**src/rtl/dmac_pkg.sv**
```systemverilog
// Package: shared types for the dual halfword multiply-accumulate unit.
// Assumes nothing beyond the mode bits travelling together with an issue.
package dmac_pkg;

    // Operation mode carried with every issue.
    typedef struct packed {
        logic exchange;   // cross pairing of halves
        logic subtract;   // first product minus second
        logic short_acc;  // 32-bit accumulation
    } dmac_mode_t;

    // Number of products formed per issue.
    localparam int unsigned LANES = 2;

endpackage

```
**src/rtl/dmac_pair_select.sv**
```systemverilog
// Module: dmac_pair_select
// Routes the halves of the two packed operands to the two multipliers.
// Lane 0 always takes the low half of A, lane 1 the high half of A.
// The B half goes to the same lane, or to the other lane when exchange is set.
// Assumes exactly two halves per word (dmac_pkg::LANES).
module dmac_pair_select #(
    parameter int unsigned HALF_W = 16,
    localparam int unsigned WORD_W = 2 * HALF_W
) (
    input  logic [WORD_W-1:0]                      op_a,
    input  logic [WORD_W-1:0]                      op_b,
    input  logic                                   exchange,
    output logic [dmac_pkg::LANES-1:0][HALF_W-1:0] mul_x,
    output logic [dmac_pkg::LANES-1:0][HALF_W-1:0] mul_y
);

    logic [dmac_pkg::LANES-1:0][HALF_W-1:0] a_halves;
    logic [dmac_pkg::LANES-1:0][HALF_W-1:0] b_halves;

    // Split the packed words into halves.
    always_comb begin
        a_halves = op_a;
        b_halves = op_b;
    end

    for (genvar g = 0; g < dmac_pkg::LANES; g++) begin : g_lane
        localparam int unsigned CROSS = dmac_pkg::LANES - 1 - g;
        // Select the B half that meets A half g.
        always_comb begin
            mul_x[g] = a_halves[g];
            mul_y[g] = exchange ? b_halves[CROSS] : b_halves[g];
        end
    end

endmodule

```
**src/rtl/dmac_product.sv**
```systemverilog
// Module: dmac_product
// One signed HALF_W x HALF_W multiplier, full-width result.
// Assumes two's complement inputs; the product cannot overflow its width.
module dmac_product #(
    parameter int unsigned HALF_W = 16,
    localparam int unsigned PROD_W = 2 * HALF_W
) (
    input  logic [HALF_W-1:0] x,
    input  logic [HALF_W-1:0] y,
    output logic [PROD_W-1:0] p
);

    logic signed [PROD_W-1:0] prod_s;

    // Signed multiply of the two halves.
    always_comb begin
        prod_s = PROD_W'($signed(x)) * PROD_W'($signed(y));
        p      = prod_s;
    end

endmodule

```
**src/rtl/dmac_accumulate.sv**
```systemverilog
// Module: dmac_accumulate
// Combines the two products (sum or first minus second) and adds the
// result to the accumulator, either over ACC_W bits or over SHORT_W bits
// with the upper bits cleared. Wraps, never saturates.
// Assumes PROD_W <= ACC_W and SHORT_W <= ACC_W.
module dmac_accumulate #(
    parameter int unsigned PROD_W  = 32,
    parameter int unsigned ACC_W   = 64,
    parameter int unsigned SHORT_W = 32,
    localparam int unsigned EXT_W  = ACC_W - PROD_W
) (
    input  logic [PROD_W-1:0] prod_first,
    input  logic [PROD_W-1:0] prod_second,
    input  logic              subtract,
    input  logic              short_acc,
    input  logic [ACC_W-1:0]  acc_in,
    output logic [ACC_W-1:0]  acc_next
);

    logic [ACC_W-1:0]   first_ext;
    logic [ACC_W-1:0]   second_ext;
    logic [ACC_W-1:0]   combined;
    logic [ACC_W-1:0]   long_sum;
    logic [SHORT_W-1:0] short_sum;

    // Sign-extend the products to accumulator width.
    always_comb begin
        first_ext  = {{EXT_W{prod_first[PROD_W-1]}}, prod_first};
        second_ext = {{EXT_W{prod_second[PROD_W-1]}}, prod_second};
    end

    // Sum or difference of the products.
    always_comb begin
        combined = subtract ? (first_ext - second_ext) : (first_ext + second_ext);
    end

    // Wide and narrow accumulations, both wrapping.
    always_comb begin
        long_sum  = acc_in + combined;
        short_sum = acc_in[SHORT_W-1:0] + combined[SHORT_W-1:0];
    end

    if (SHORT_W < ACC_W) begin : g_short_pad
        // Narrow result with the upper bits cleared.
        always_comb begin
            acc_next = short_acc ? {{(ACC_W - SHORT_W){1'b0}}, short_sum} : long_sum;
        end
    end else begin : g_short_full
        // Narrow width equals the full width: both paths agree.
        always_comb begin
            acc_next = short_acc ? short_sum : long_sum;
        end
    end

endmodule

```
**src/rtl/dual_mac_unit.sv**
```systemverilog
// Module: dual_mac_unit (top)
// Packed dual signed halfword multiply-accumulate with one-cycle latency.
// Accepts one issue per clock once out of reset; the result register
// and its valid flag update on every accepted issue.
// Assumes synchronous active-low reset.
module dual_mac_unit #(
    parameter int unsigned HALF_W  = 16,
    parameter int unsigned ACC_W   = 64,
    parameter int unsigned SHORT_W = 32,
    localparam int unsigned WORD_W = 2 * HALF_W,
    localparam int unsigned PROD_W = 2 * HALF_W
) (
    input  logic              clk,
    input  logic              rst_n,
    input  logic              issue_valid,
    output logic              issue_ready,
    input  logic [WORD_W-1:0] issue_a,
    input  logic [WORD_W-1:0] issue_b,
    input  logic              mode_exchange,
    input  logic              mode_subtract,
    input  logic              mode_short,
    input  logic [ACC_W-1:0]  acc_in,
    output logic              res_valid,
    output logic [ACC_W-1:0]  res_acc
);

    import dmac_pkg::*;

    dmac_mode_t                    mode;
    logic [LANES-1:0][HALF_W-1:0]  mul_x;
    logic [LANES-1:0][HALF_W-1:0]  mul_y;
    logic [LANES-1:0][PROD_W-1:0]  prods;
    logic [ACC_W-1:0]              acc_next;
    logic                          ready_q;
    logic                          accept;

    // Gather the mode bits.
    always_comb begin
        mode.exchange  = mode_exchange;
        mode.subtract  = mode_subtract;
        mode.short_acc = mode_short;
    end

    dmac_pair_select #(.HALF_W(HALF_W)) u_select (
        .op_a     (issue_a),
        .op_b     (issue_b),
        .exchange (mode.exchange),
        .mul_x    (mul_x),
        .mul_y    (mul_y)
    );

    for (genvar g = 0; g < LANES; g++) begin : g_mul
        dmac_product #(.HALF_W(HALF_W)) u_product (
            .x (mul_x[g]),
            .y (mul_y[g]),
            .p (prods[g])
        );
    end

    dmac_accumulate #(
        .PROD_W  (PROD_W),
        .ACC_W   (ACC_W),
        .SHORT_W (SHORT_W)
    ) u_acc (
        .prod_first  (prods[0]),
        .prod_second (prods[1]),
        .subtract    (mode.subtract),
        .short_acc   (mode.short_acc),
        .acc_in      (acc_in),
        .acc_next    (acc_next)
    );

    // Handshake: an issue is taken when offered and ready.
    always_comb begin
        issue_ready = ready_q;
        accept      = issue_valid & ready_q;
    end

    // Ready rises one cycle after reset release and stays high.
    always_ff @(posedge clk) begin
        if (!rst_n) ready_q <= 1'b0;
        else        ready_q <= 1'b1;
    end

    // Result register and valid flag.
    always_ff @(posedge clk) begin
        if (!rst_n) begin
            res_valid <= 1'b0;
            res_acc   <= '0;
        end else begin
            res_valid <= accept;
            if (accept) res_acc <= acc_next;
        end
    end

endmodule

```
**config.mk**
```make
export PLATFORM = sky130hd
export DESIGN_NAME = dual_mac_unit
export DESIGN_NICKNAME = d
export VERILOG_FILES = /design/src/rtl/dmac_pkg.sv /design/src/rtl/dmac_pair_select.sv /design/src/rtl/dmac_product.sv /design/src/rtl/dmac_accumulate.sv /design/src/rtl/dual_mac_unit.sv
export SDC_FILE = /design/constraint.sdc
export NUM_CORES = 2
export LEC_CHECK = 0
export BUFFER_PORTS_ARGS = -buffer_cell sky130_fd_sc_hd__buf_4
export CORE_MARGIN = 3
export CORE_UTILIZATION = 25
export CTS_CLUSTER_DIAMETER = 200
export DETAILED_ROUTE_END_ITERATION = 8
export PLACE_DENSITY = 0.47
export SLEW_MARGIN = 20
export SYNTH_ARGS = -nofsm -noshare
export SYNTH_HDL_FRONTEND = slang
export SYNTH_HIERARCHICAL = 1
export SYNTH_SLANG_ARGS = --single-unit
```
**constraint.sdc**
```tcl
create_clock -name clk -period 25 [get_ports clk]
set_input_delay 0 -clock clk [delete_from_list [all_inputs] [get_ports clk]]
set_output_delay 0 -clock clk [all_outputs]
set_load 0.02 [all_outputs]
```
# Word level (Yosys, flattened, before mapping)
# Index checks and enable logic that the tools add are counted.
# W data, S select, Z words.
# totals
wordCells	15
regBits	66
out_inout_bits	66
input_bits	134
# classes
multipliers	2
add_sub_neg	4
n_bitwise	1
muxes	5
# op_table
cell	n
$mux W64	2
$add A64 B64 Y64	1
$mul A16 B16 Y32	2
$add A32 B32 Y33	1
$sub A32 B32 Y33	1
$add A32 B32 Y32	1
$mux W16	2
$and A1 B1 Y1	1
$mux W1	1

# Logic depth before layout (Yosys ltp)
# depth
word_depth	6
depth_mapped	54
mapped_depth_nobuf	51

# Cells and area by module
# Netlist, hierarchy kept.
# by_module_without_submodules
module	instances	cells_per_inst	area_each_um2
dmac_product at g_mul[0].u_product	1	1102	9928.3
dmac_product at g_mul[1].u_product	1	1075	9804.4
dmac_accumulate	1	905	6090.8
dual_mac_unit	1	295	2750.1
dmac_pair_select	1	68	784.5

# Worst setup path after synthesis
# OpenSTA, ideal clock, no wires.
# synth_timing
path_type	input-to-reg
start	input mode_exchange
end	register res_acc[59]
setup_slack_ps	14008
t_arrival_ps	10877
path_buffers	3
required_ps	24885
setup_ps	115
stages	50
cell_sequence	buf_6 buf_12 mux2_4 clkbuf_1 nand2_1 inv_1 fa_1 inv_1 fa_1 fa_1 inv_1 fa_1 fa_1 inv_1 fa_1 inv_1 ha_1 a211oi_2 (+14 left out) o21ai_0 o21bai_1 a21o_1 a31oi_1 xnor2_2 ha_1 a21o_1 a21o_1 a21oi_1 o31ai_1 nor3_1 o21ai_1 a221o_1 a21oi_1 xor2_1 nor2_1 nand4_1 o21ai_2
# synth_rtl
element	line_no	text
start, declared	dual_mac_unit.sv:19	input logic mode_exchange,
end signal, assigned	dual_mac_unit.sv:92	if (accept) res_acc <= acc_next;
end, declared	dual_mac_unit.sv:24	output logic [ACC_W-1:0] res_acc

==> run_results.csv <==
group,metric,value,unit
clock_network,cts_buffers,9,
sta,clock_skew,0.00690,ns
layout,layout.cells.non_filler,5024,
routing,routedWlPerCell,17.3,um
logic_synthesis,synth_nets,4366,
layout,multi_input_area,24700,um2
logic_synthesis,yosys-top-cells-count,"inv_1, fa_1, nand2_1",
routing,antenna_left,0,
worst_setup_path,cp.arrival,12.25,ns
sta,relSlewSlack,0.429,
worst_setup_path,cp_max_fo,32,
logic_synthesis,yosysTopAreaCell,"fa_1",
clock_network,cts_root_buf,"clkbuf_16",
global_routing,grt-ovfl-total,0,
sta,final.setup.tns,0,ns
floorplanning,die_w,349,um
floorplanning,rows,125,
logic_synthesis,synth.most_common_cell,"inv_1",
routing,via_count,23100,
clock_network,htree_levels,3,
logic_synthesis,yosys.area.top_type_share,0.359,
logic_synthesis,synth_edf_count,0,
global_routing,grt_pass1_vias,24300,
global_routing,grt_max_degree,83,
place,numPlacedInstances,5005,
routing,vias_per_cell,4.59,
clock_network,cts_buffer_depth,2,
sta,grt_setup_unrepaired,"false",
logic_synthesis,synth-seq-area-share,0.0450,
layout,synthToLayoutAreaGrowth,9.84,%
sta,setup_viol,0,
logic_synthesis,synth.area.top_cells,"fa_1, ha_1, inv_1, and2_1, nand2_1",
logic_synthesis,synth_area,29400,um2
sta,period_share,0.481,
clock_network,numClockSinks,66,
floorplanning,io_pins,200,
layout,nets,4414,
global_routing,grt_pass1_wl,139,mm
worst_setup_path,crit_buf_inv,3,
flow_run,cap_violations,0,
routing,routed_wl,87.1,mm
logic_synthesis,async_flop_share,0,
floorplanning,initial_core_util,0.252,
routing,drt_iter0_markers,1073,
clock_network,clk_latency,0.35,ns
logic_synthesis,ys.flop_type,"dfxtp_1",
worst_setup_path,critical-path-top-delay-family,"adder cells",
layout,drive_above_1_share,0.100,
place,place.gp.congestion,0.828,
clock_network,cts_resized,0,
logic_synthesis,syn_area_per_cell,8.52,um2
sta,period_needed,12.03,ns
clock_network,clk_pin_slew_worst_paths,0.06,ns
logic_synthesis,ys_ff_latch,66,
place,io_buffer_count,199,
logic_synthesis,ys_types,94,
clock_network,cts_tree,"yes",
layout,fillers,12800,
worst_setup_path,end_kind,"flip-flop",
worst_setup_path,critPathSlowestCell,"or4_1",
logic_synthesis,synthCells,3445,
clock_network,post-cts-setup-buffer-count,0,
worst_setup_path,cp.required,25.22,ns
global_routing,grt.total_usage,0.145,
sta,hold_viol_final,0,
floorplanning,die_y,349,um
worst_setup_path,cp-start-kind,"input port",
clock_network,hold_buffers,0,
global_routing,antenna_found_initial,4,
sta,max_freq,0.0831,GHz
sta,slew_violations,0,
routing,drc,0,
run_status,outcome,"completed",
floorplanning,coreArea,116000,um2
min_path,hold_path_class,"input port to flip-flop",
worst_setup_path,crit_type,"input port to flip-flop",
worst_setup_path,slowest_delay,0.60,ns
layout,seq_area,1320,um2
routing,dr.pass1.iters,5,
sta,tightest_slew,0.857,ns
place,dp_hpwl,73.4,mm
logic_synthesis,ys_warn_count,6,
floorplanning,dieArea,122000,um2
worst_setup_path,cp_common_cell,"fa_1",
layout by cell type (no fill, tap or decap), types with 5 or more instances in the layout:
cell / netlist / layout
o21ai_0: 50 / 50
mux2_4: 30 / 30
buf_4: 33 / 202
xor2_1: 44 / 44
a21o_1: 57 / 57
nand2b_1: 20 / 20
fa_1: 526 / 526
nand3_1: 19 / 19
o21a_1: 20 / 20
o21ai_2: 60 / 60
and2_1: 249 / 248
o211ai_1: 10 / 10
or3_1: 9 / 9
and3_1: 13 / 13
inv_1: 643 / 643
clkbuf_16: 0 / 9
a21oi_1: 156 / 156
a21boi_1: 5 / 5
ha_1: 261 / 261
o31ai_1: 7 / 7
dfxtp_1: 66 / 65
nand4_1: 84 / 84
o21bai_1: 22 / 22
nor4_1: 13 / 13
xnor2_1: 133 / 133
a211oi_1: 17 / 17
nand2_1: 382 / 382
o21ai_1: 41 / 41
nor3_1: 25 / 25
nor2_1: 154 / 154
nor2b_1: 17 / 17
a31oi_1: 32 / 32
per-stage QoR:
step / utilization / worst slack, ns / hold WS, ns / cell area, um2
after global routing: 0.277 / 12.06 / 0.107 / 32200
after detailed placement: 0.274 / 12.36 / 0.420 / 31900
after floorplan: - / 14.01 / 0.0277 / 29400
final: 0.277 / 12.97 / 0.0592 / 32200
after CTS: 0.277 / 12.73 / 0.0594 / 32200
after global placement: 0.274 / 12.53 / 0.415 / 31900
final cells by class:
type / count / area share
sequential: 66 / 0.0410
clock inverter: 5 / 0.00190
tap: 1524 / 0.0591
antenna: 2 / 0.000155
inverter: 643 / 0.0748
timing repair buffer: 204 / 0.0482
clock buffer: 11 / 0.00784
multi-input combinational: 2569 / 0.767
cell families (layout without fill, tap and decap cells):
kind of cell | Yosys count | count (layout) | share of synthesized area
flops | 66 | 66 | 0.0450
buf+inv | 810 | 863 | 0.113
mux | 37 | 37 | 0.0180
compound gates | 544 | 544 | 0.126
xor+xnor | 180 | 180 | 0.0547
fa+ha+maj | 787 | 787 | 0.470
other cells | 0 | 2 | 0
simple gates | 1021 | 1021 | 0.174
worst min-delay path, delay by kind of cell:
kind / cells / cell delay [ns]
buffers and inverters: 1 / 0.08
AO/OA/AOI/OAI: 1 / 0.07
adder cells (fa/ha/maj): 1 / 0.15
AND/OR/NAND/NOR: 1 / 0.08
layer usage:
metal | wire (um) | vias up | global-route usage
li1 | - | 11000 | -
met5 | 11 | - | 0
met3 | 3120 | 55 | 0.0125
met1 | 40300 | 11600 | 0.197
met2 | 42100 | 403 | 0.251
met4 | 1480 | 2 | 0.0271
state kept, by name (all words and copies together) (netlist names):
name         count
issue_ready      1
res_acc         64
res_valid        1
path summary, 6_finish.rpt:
kind,endpoint,cells past startpoint,from,slack (ns)
setup / recovery,res_acc[59]$_SDFFE_PN0P_,43,mode_exchange,12.97
hold / removal,res_acc[0]$_SDFFE_PN0P_,4,acc_in[0],0.06
setup reg to reg,res_acc[20]$_SDFFE_PN0P_,3,issue_ready$_DFF_P_,23.49
hold reg to reg,res_acc[33]$_SDFFE_PN0P_,2,res_acc[33]$_SDFFE_PN0P_,0.46
Power is left out: the tool's default activity adds up to more than one toggle a clock period on the data nets, which glitch-free logic cannot reach.
